`src/rtl/boot_chain_splitter.sv`:
```
module boot_chain_splitter #(
  parameter int AW = 24,
  parameter logic [AW-1:0] BUILD_ADDR = 'h40,
  parameter int MAX_CMDS = 64
) (
  input  logic          clk,
  input  logic          rst_n,
  input  logic          go,
  output logic          busy,
  output logic          done,
  output logic          fault,
  output logic          mem_req,
  output logic          mem_we,
  output logic [AW-1:0] mem_addr,
  output logic [63:0]   mem_wdata,
  input  logic [63:0]   mem_rdata,
  output logic          ex_start,
  output logic [AW-1:0] ex_addr,
  output logic          ex_prefetch,
  input  logic          ex_done,
  input  logic          ex_err
);
  localparam int CW = $clog2(MAX_CMDS + 1);
  localparam logic [AW-1:0] ARG_ADDR = BUILD_ADDR + AW'(24);
  localparam logic [7:0] OP_SEEK   = 8'h07;
  localparam logic [7:0] OP_BRANCH = 8'h08;
  localparam int CHAIN_BIT = 30;
  localparam logic [63:0] FIRST_CMD = {8'h02, 24'h0, 8'h00, 8'h00, 16'd24};
  localparam logic [63:0] SEEK_CMD  = {OP_SEEK, 24'(ARG_ADDR), 8'h40, 8'h00, 16'd6};
  localparam logic [63:0] SEEK_ARG  = 64'd2;

  typedef enum logic [4:0] {
    S_IDLE, S_WIPL, S_RD1, S_RD2, S_RD3, S_WSEEK, S_WREAD, S_WBR, S_WARG,
    S_START, S_WAIT, S_SREQ, S_SCHK, S_PREQ, S_PCHK, S_PATCH, S_DONE, S_FAULT
  } state_t;

  state_t          state, ret;
  logic [63:0]     rd_w, br_w, cur_w;
  logic [AW-1:0]   ptr, seg, start_at;
  logic [CW-1:0]   cnt;

  wire [7:0] rop     = mem_rdata[63:56];
  wire       rchain  = mem_rdata[CHAIN_BIT];
  wire       r_is_br = rop == OP_BRANCH;
  wire       r_is_rd = rop[1:0] == 2'b10;

  assign busy        = !(state inside {S_IDLE, S_DONE, S_FAULT});
  assign done        = state == S_DONE;
  assign fault       = state == S_FAULT;
  assign ex_start    = state == S_START;
  assign ex_addr     = start_at;
  assign ex_prefetch = 1'b1;

  always_comb begin
    mem_req   = 1'b1;
    mem_we    = 1'b0;
    mem_addr  = '0;
    mem_wdata = '0;
    case (state)
      S_WIPL:  begin mem_we = 1'b1; mem_wdata = FIRST_CMD; end
      S_RD1:   mem_addr = AW'(8);
      S_RD2:   mem_addr = AW'(16);
      S_WSEEK: begin mem_we = 1'b1; mem_addr = BUILD_ADDR; mem_wdata = SEEK_CMD; end
      S_WREAD: begin
        mem_we = 1'b1; mem_addr = BUILD_ADDR + AW'(8);
        mem_wdata = rd_w; mem_wdata[CHAIN_BIT] = 1'b0;
      end
      S_WBR:   begin mem_we = 1'b1; mem_addr = BUILD_ADDR + AW'(16); mem_wdata = br_w; end
      S_WARG:  begin mem_we = 1'b1; mem_addr = ARG_ADDR; mem_wdata = SEEK_ARG; end
      S_SREQ:  mem_addr = ptr;
      S_PREQ:  mem_addr = ptr + AW'(8);
      S_PATCH: begin
        mem_we = 1'b1; mem_addr = ptr;
        mem_wdata = cur_w; mem_wdata[CHAIN_BIT] = 1'b0;
      end
      default: mem_req = 1'b0;
    endcase
  end

  always_ff @(posedge clk) begin
    if (!rst_n) begin
      state    <= S_IDLE;
      ret      <= S_IDLE;
      rd_w     <= '0;
      br_w     <= '0;
      cur_w    <= '0;
      ptr      <= '0;
      seg      <= '0;
      start_at <= '0;
      cnt      <= '0;
    end else begin
      case (state)
        S_IDLE, S_DONE, S_FAULT: if (go) state <= S_WIPL;
        S_WIPL: begin start_at <= '0; ret <= S_RD1; state <= S_START; end
        S_RD1:  state <= S_RD2;
        S_RD2:  begin rd_w <= mem_rdata; state <= S_RD3; end
        S_RD3: begin
          br_w  <= mem_rdata;
          ptr   <= AW'(mem_rdata[55:32]);
          seg   <= AW'(mem_rdata[55:32]);
          state <= S_WSEEK;
        end
        S_WSEEK: state <= S_WREAD;
        S_WREAD: state <= S_WBR;
        S_WBR:   state <= S_WARG;
        S_WARG:  begin start_at <= BUILD_ADDR; ret <= S_SREQ; state <= S_START; end
        S_START: begin cnt <= '0; state <= S_WAIT; end
        S_WAIT: if (ex_done) state <= ex_err ? S_FAULT : ret;
        S_SREQ: state <= S_SCHK;
        S_SCHK: begin
          if (cnt == CW'(MAX_CMDS)) state <= S_FAULT;
          else begin
            cnt <= cnt + 1'b1;
            if (r_is_br) begin
              ptr <= AW'(mem_rdata[55:32]);
              state <= S_SREQ;
            end else if (!rchain) begin
              start_at <= seg; ret <= S_DONE; state <= S_START;
            end else if (r_is_rd) begin
              cur_w <= mem_rdata; state <= S_PREQ;
            end else begin
              ptr <= ptr + AW'(8); state <= S_SREQ;
            end
          end
        end
        S_PREQ: state <= S_PCHK;
        S_PCHK: begin
          if (r_is_br) state <= S_PATCH;
          else begin ptr <= ptr + AW'(8); state <= S_SREQ; end
        end
        S_PATCH: begin
          start_at <= seg;
          seg      <= ptr + AW'(8);
          ptr      <= ptr + AW'(8);
          ret      <= S_SREQ;
          state    <= S_START;
        end
        default: state <= S_IDLE;
      endcase
    end
  end

  a_r1_done_fault_excl: assert property (@(posedge clk) disable iff (!rst_n)
    !(done && fault));
  a_r11_start_pulse: assert property (@(posedge clk) disable iff (!rst_n)
    ex_start |=> !ex_start && busy);
  a_r9_err_to_fault: assert property (@(posedge clk) disable iff (!rst_n)
    (state == S_WAIT && ex_done && ex_err) |=> fault && !ex_start);
  a_r8_depth_bound: assert property (@(posedge clk) disable iff (!rst_n)
    cnt <= CW'(MAX_CMDS));
  a_r5_patch_before_start: assert property (@(posedge clk) disable iff (!rst_n)
    (state == S_PATCH) |=> ex_start && ex_addr == $past(seg));
  a_r7_done_idle: assert property (@(posedge clk) disable iff (!rst_n)
    $rose(done) |-> !mem_req && !ex_start);
endmodule

```
`config.mk`:
```
export PLATFORM = sky130hd
export DESIGN_NAME = boot_chain_splitter
export DESIGN_NICKNAME = d
export VERILOG_FILES = /design/src/rtl/boot_chain_splitter.sv
export SDC_FILE = /design/constraint.sdc
export NUM_CORES = 1
export LEC_CHECK = 0
export ABC_AREA = 1
export ABC_CLOCK_PERIOD_IN_PS = 1740
export BUFFER_PORTS_ARGS = -buffer_cell sky130_fd_sc_hd__buf_2
export CORE_MARGIN = 2
export CORE_UTILIZATION = 52
export CTS_CLUSTER_SIZE = 14
export DETAILED_ROUTE_END_ITERATION = 6
export PLACE_DENSITY_LB_ADDON = 0.3
export SKIP_CTS_REPAIR_TIMING = 1
export SYNTH_ARGS = -nofsm -noshare
export SYNTH_HDL_FRONTEND = slang
export SYNTH_SLANG_ARGS = --single-unit
```
`constraint.sdc`:
```
create_clock -name clk -period 1.74 [get_ports clk]
set_input_delay 0.261 -clock clk [delete_from_list [all_inputs] [get_ports clk]]
set_output_delay 0.261 -clock clk [all_outputs]
set_load 0.02 [all_outputs]
```
==> impl_metrics.sql <==
INSERT INTO impl_metrics (metric_group, metric, value, unit) VALUES
('floorplan', 'die_height', '159.1', 'um'),
('logic_synthesis', 'yosysWarningCount', '0', ''),
('placed_design', 'placedCellCount', '2415', ''),
('logic_synthesis', 'synth-seq-area-share', '44.32', '%'),
('grt', 'via_count_of_the_first_global_routing_pass', '12680', ''),
('sta', 'finalWorstPathRequiredPeriod', '2473', 'ps'),
('floorplan', 'cell_rows', '56', ''),
('clocking', 'htreeDepth', '1', ''),
('logic_synthesis', 'netlist-cell-type-count', '37', ''),
('detailed_routing', 'routed_len_inst', '21.30', 'um'),
('worst_setup_path', 'cp_data_required_time', '1480', 'ps'),
('cells_and_area', 'area_growth_syn_to_fin', '59.42', '%'),
('worst_setup_path', 'critical-path-max-stage-delay', '390', 'ps'),
('power_and_ir_drop', 'switching_share', '30.59', '%'),
('worst_setup_path', 'setup.worst_path.end_class', 'output port', ''),
('worst_setup_path', 'worstReg2RegStart', 'state[0]', ''),
('sta', 'timing.slew.headroom', '42.92', '%'),
('sta', 'final.setup.worst_slack', '-732.7', 'ps'),
('worst_setup_path', 'critical_path.startpoint', 'state[1]', ''),
('power_and_ir_drop', 'internal_pwr_total', '11700', 'uW'),
('floorplan', 'i_o_pin_count', '188', ''),
('logic_synthesis', 'postSynthCellCount', '1821', ''),
('logic_synthesis', 'synth_edf_count', '0', ''),
('grt', 'grt_overflow_total', '0', ''),
('placed_design', 'place.port_buffers', '186', ''),
('logic_synthesis', 'postSynthNetCount', '1893', ''),
('logic_synthesis', 'ys_seq_elements', '277', ''),
('worst_setup_path', 'maximum_fanout_count_along_the_critical_path', '8', ''),
('worst_setup_path', 'r2r_slack', '-530', 'ps'),
('cells_and_area', 'n_antenna_cell', '0', ''),
('sta', 'report.final.hold_viol_count', '16', ''),
('power_and_ir_drop', 'share_comb_of_total_power', '24.1', '%'),
('logic_synthesis', 'ys.flop_type', 'dfxtp_1', ''),
('clocking', 'clk-insertion-delay-late', '570', 'ps'),
('sta', 'report.final.setup_viol', '306', ''),
('grt', 'global_route.usage.total', '31.26', '%'),
('power_and_ir_drop', 'leakagePower', '0.008118', 'uW'),
('clocking', 'clock-sinks', '277', ''),
('cells_and_area', 'final_layout_size_suffix_gt1_share', '41.01', '%'),
('floorplan', 'core_region_area', '23540', 'um^2'),
('worst_setup_path', 'path_common_cell', 'buf_6', ''),
('placed_design', 'gpl.final_weighted_congestion', '1.006', ''),
('detailed_routing', 'post-route-drc-count', '9', ''),
('sta', 'clock.fmax', '0.4044', 'GHz'),
('job', 'max_cap_violations', '0', ''),
('logic_synthesis', 'synthesis.area', '12510', 'um^2'),
('worst_setup_path', 'critical_path.slowest_cell', 'dfxtp_4', ''),
('floorplan', 'initial_utilization', '53.14', '%'),
('cells_and_area', 'n_fill_cell', '1268', ''),
('clocking', 'cts.clk_slew.worst_paths', '70', 'ps'),
('cells_and_area', 'mostFrequentLayoutCells', 'nand2_1, dfxtp_1, nor2_1', ''),
('sta', 'setup_repair_after_global_routing_missed_its_margin', 'true', ''),
('outcome', 'failed_checks', 'DRC, hold timing, setup timing', ''),
('sta', 'fin_hold_ws', '-45.74', 'ps'),
('placed_design', 'setup_slack_at_placement', '-151.4', 'ps'),
('grt', 'grt_start_max_net_pins', '146', ''),
('outcome', 'status', 'finished, violations left', ''),
('floorplan', 'floorplan.die.width', '159.1', 'um'),
('sta', 'clock_skew', '18.64', 'ps'),
('clocking', 'clock_tree_from_tritoncts', 'built', ''),
('detailed_routing', 'vias', '15530', ''),
('cells_and_area', 'net_count_final', '2315', ''),
('worst_setup_path', 'cp_cell_sequence', 'buf_6 -> nand3_4 -> nor2_4 -> buf_6 -> clkbuf_16 -> nand2_1 -> o211ai_1 -> buf_4', ''),
('sta', 'final.period_utilization', '142.1', '%'),
('worst_setup_path', 'arrival', '2210', 'ps'),
('power_and_ir_drop', 'p_sw', '5157', 'uW'),
('detailed_routing', 'via_count_normalized_by_instance_count', '6.014', ''),
('power_and_ir_drop', 'seqPwrFrac', '39.5', '%'),
('worst_setup_path', 'critPathLaunchType', 'register', ''),
('detailed_routing', 'drt_iter0_drc', '1799', ''),
('detailed_routing', 'wl', '55000', 'um');
registers in the layout, summed over array words and instances, names as in the netlist:
signal and cells:
seg 24, cur_w 63, ret 3, cnt 7, br_w 64, ptr 24, state 5, rd_w 63
ex_addr 24
worst max-delay path: cells and delay by family, from the launching register on:
kind | cells | cell delay (ps)
buffers and inverters | 4 | 680
AND/OR/NAND/NOR | 3 | 420
flip-flops | 1 | 390
AO/OA/AOI/OAI | 1 | 140
metrics by stage:
stage / total power, uW / area (um^2) / util, % / TNS, ps
2_1_floorplan: 8082 / 12730 / - / 0
3_3_place_gp: 9477 / 15320 / 65.07 / -7725
3_5_place_dp: 9471 / 15320 / 65.07 / -9635
4_1_cts: 15430 / 16240 / 68.97 / -66140
5_1_grt: 17230 / 19940 / 84.72 / -148690
6_report: 16860 / 19940 / 84.72 / -136670
final timing paths:
kind | cells after the start | endpoint
setup / recovery | 8 | mem_wdata[55]
hold / removal | 3 | br_w[8]
setup reg to reg | 15 | state[2]
hold reg to reg | 2 | cur_w[22]
cell usage after synthesis (8+ instances only):
library cell / count / area [um^2]
nand4_1: 30 / 187.7
buf_2: 24 / 120.1
nor2_1: 281 / 1055
dfxtp_1: 277 / 5545
o211ai_1: 54 / 405.4
clkbuf_1: 78 / 292.8
a21oi_1: 176 / 880.8
nand3_1: 36 / 180.2
o22ai_1: 8 / 50.05
xor2_1: 10 / 87.58
a31oi_1: 16 / 100.1
o21ai_0: 226 / 1131
inv_2: 9 / 33.78
o2111ai_1: 8 / 70.07
nand2_1: 378 / 1419
inv_1: 166 / 623.1
routing by layer:
| layer | vias up | share of wire, % | wire, um | global-route usage, % |
|---|---|---|---|---|
| li1 | 6820 | - | - | - |
| met1 | 7274 | 36 | 19750 | 41.27 |
| met2 | 1128 | 47 | 25820 | 51.07 |
| met3 | 307 | 11 | 5835 | 6.851 |
| met4 | 0 | 6.6 | 3605 | 10.29 |
| met5 | - | 0 | 0 | 0 |
cells by family (layout without fill, tap and decap cells):
kind of cell | after synthesis | in the layout | synth area share, %
xor gates and xnor gates | 10 | 10 | 0.7000
DFF | 277 | 277 | 44.32
other | 1 | 1 | 0.02997
buffers and inverters | 287 | 729 | 8.951
AOI/OAI and AO/OA | 500 | 500 | 21.78
and+or+nand+nor | 743 | 743 | 23.91
adders and majority gates | 3 | 3 | 0.3001
power groups by stage:
stage               clock network (uW)  logic, uW  registers [uW]
floorplan                            0       1350            6740
global placement                     0       2740            6740
detailed placement                   0       2730            6750
CTS                               6070       2750            6610
global route                      6360       4200            6670
finish                            6130       4070            6660
area by class of cell:
type	instances	area (um^2)	share of cell area (%)
clock inverter	7	91.34	0.4580
multi-input combinational	1257	7615	38.18
sequential	277	5589	28.02
inverter	175	686.9	3.444
timing repair inverter	1	6.256	0.03137
timing repair buffer	503	4728	23.71
tap	319	399.1	2.001
clock buffer	43	828.3	4.153
No activity file was read; power rests on OpenSTA's default activity.
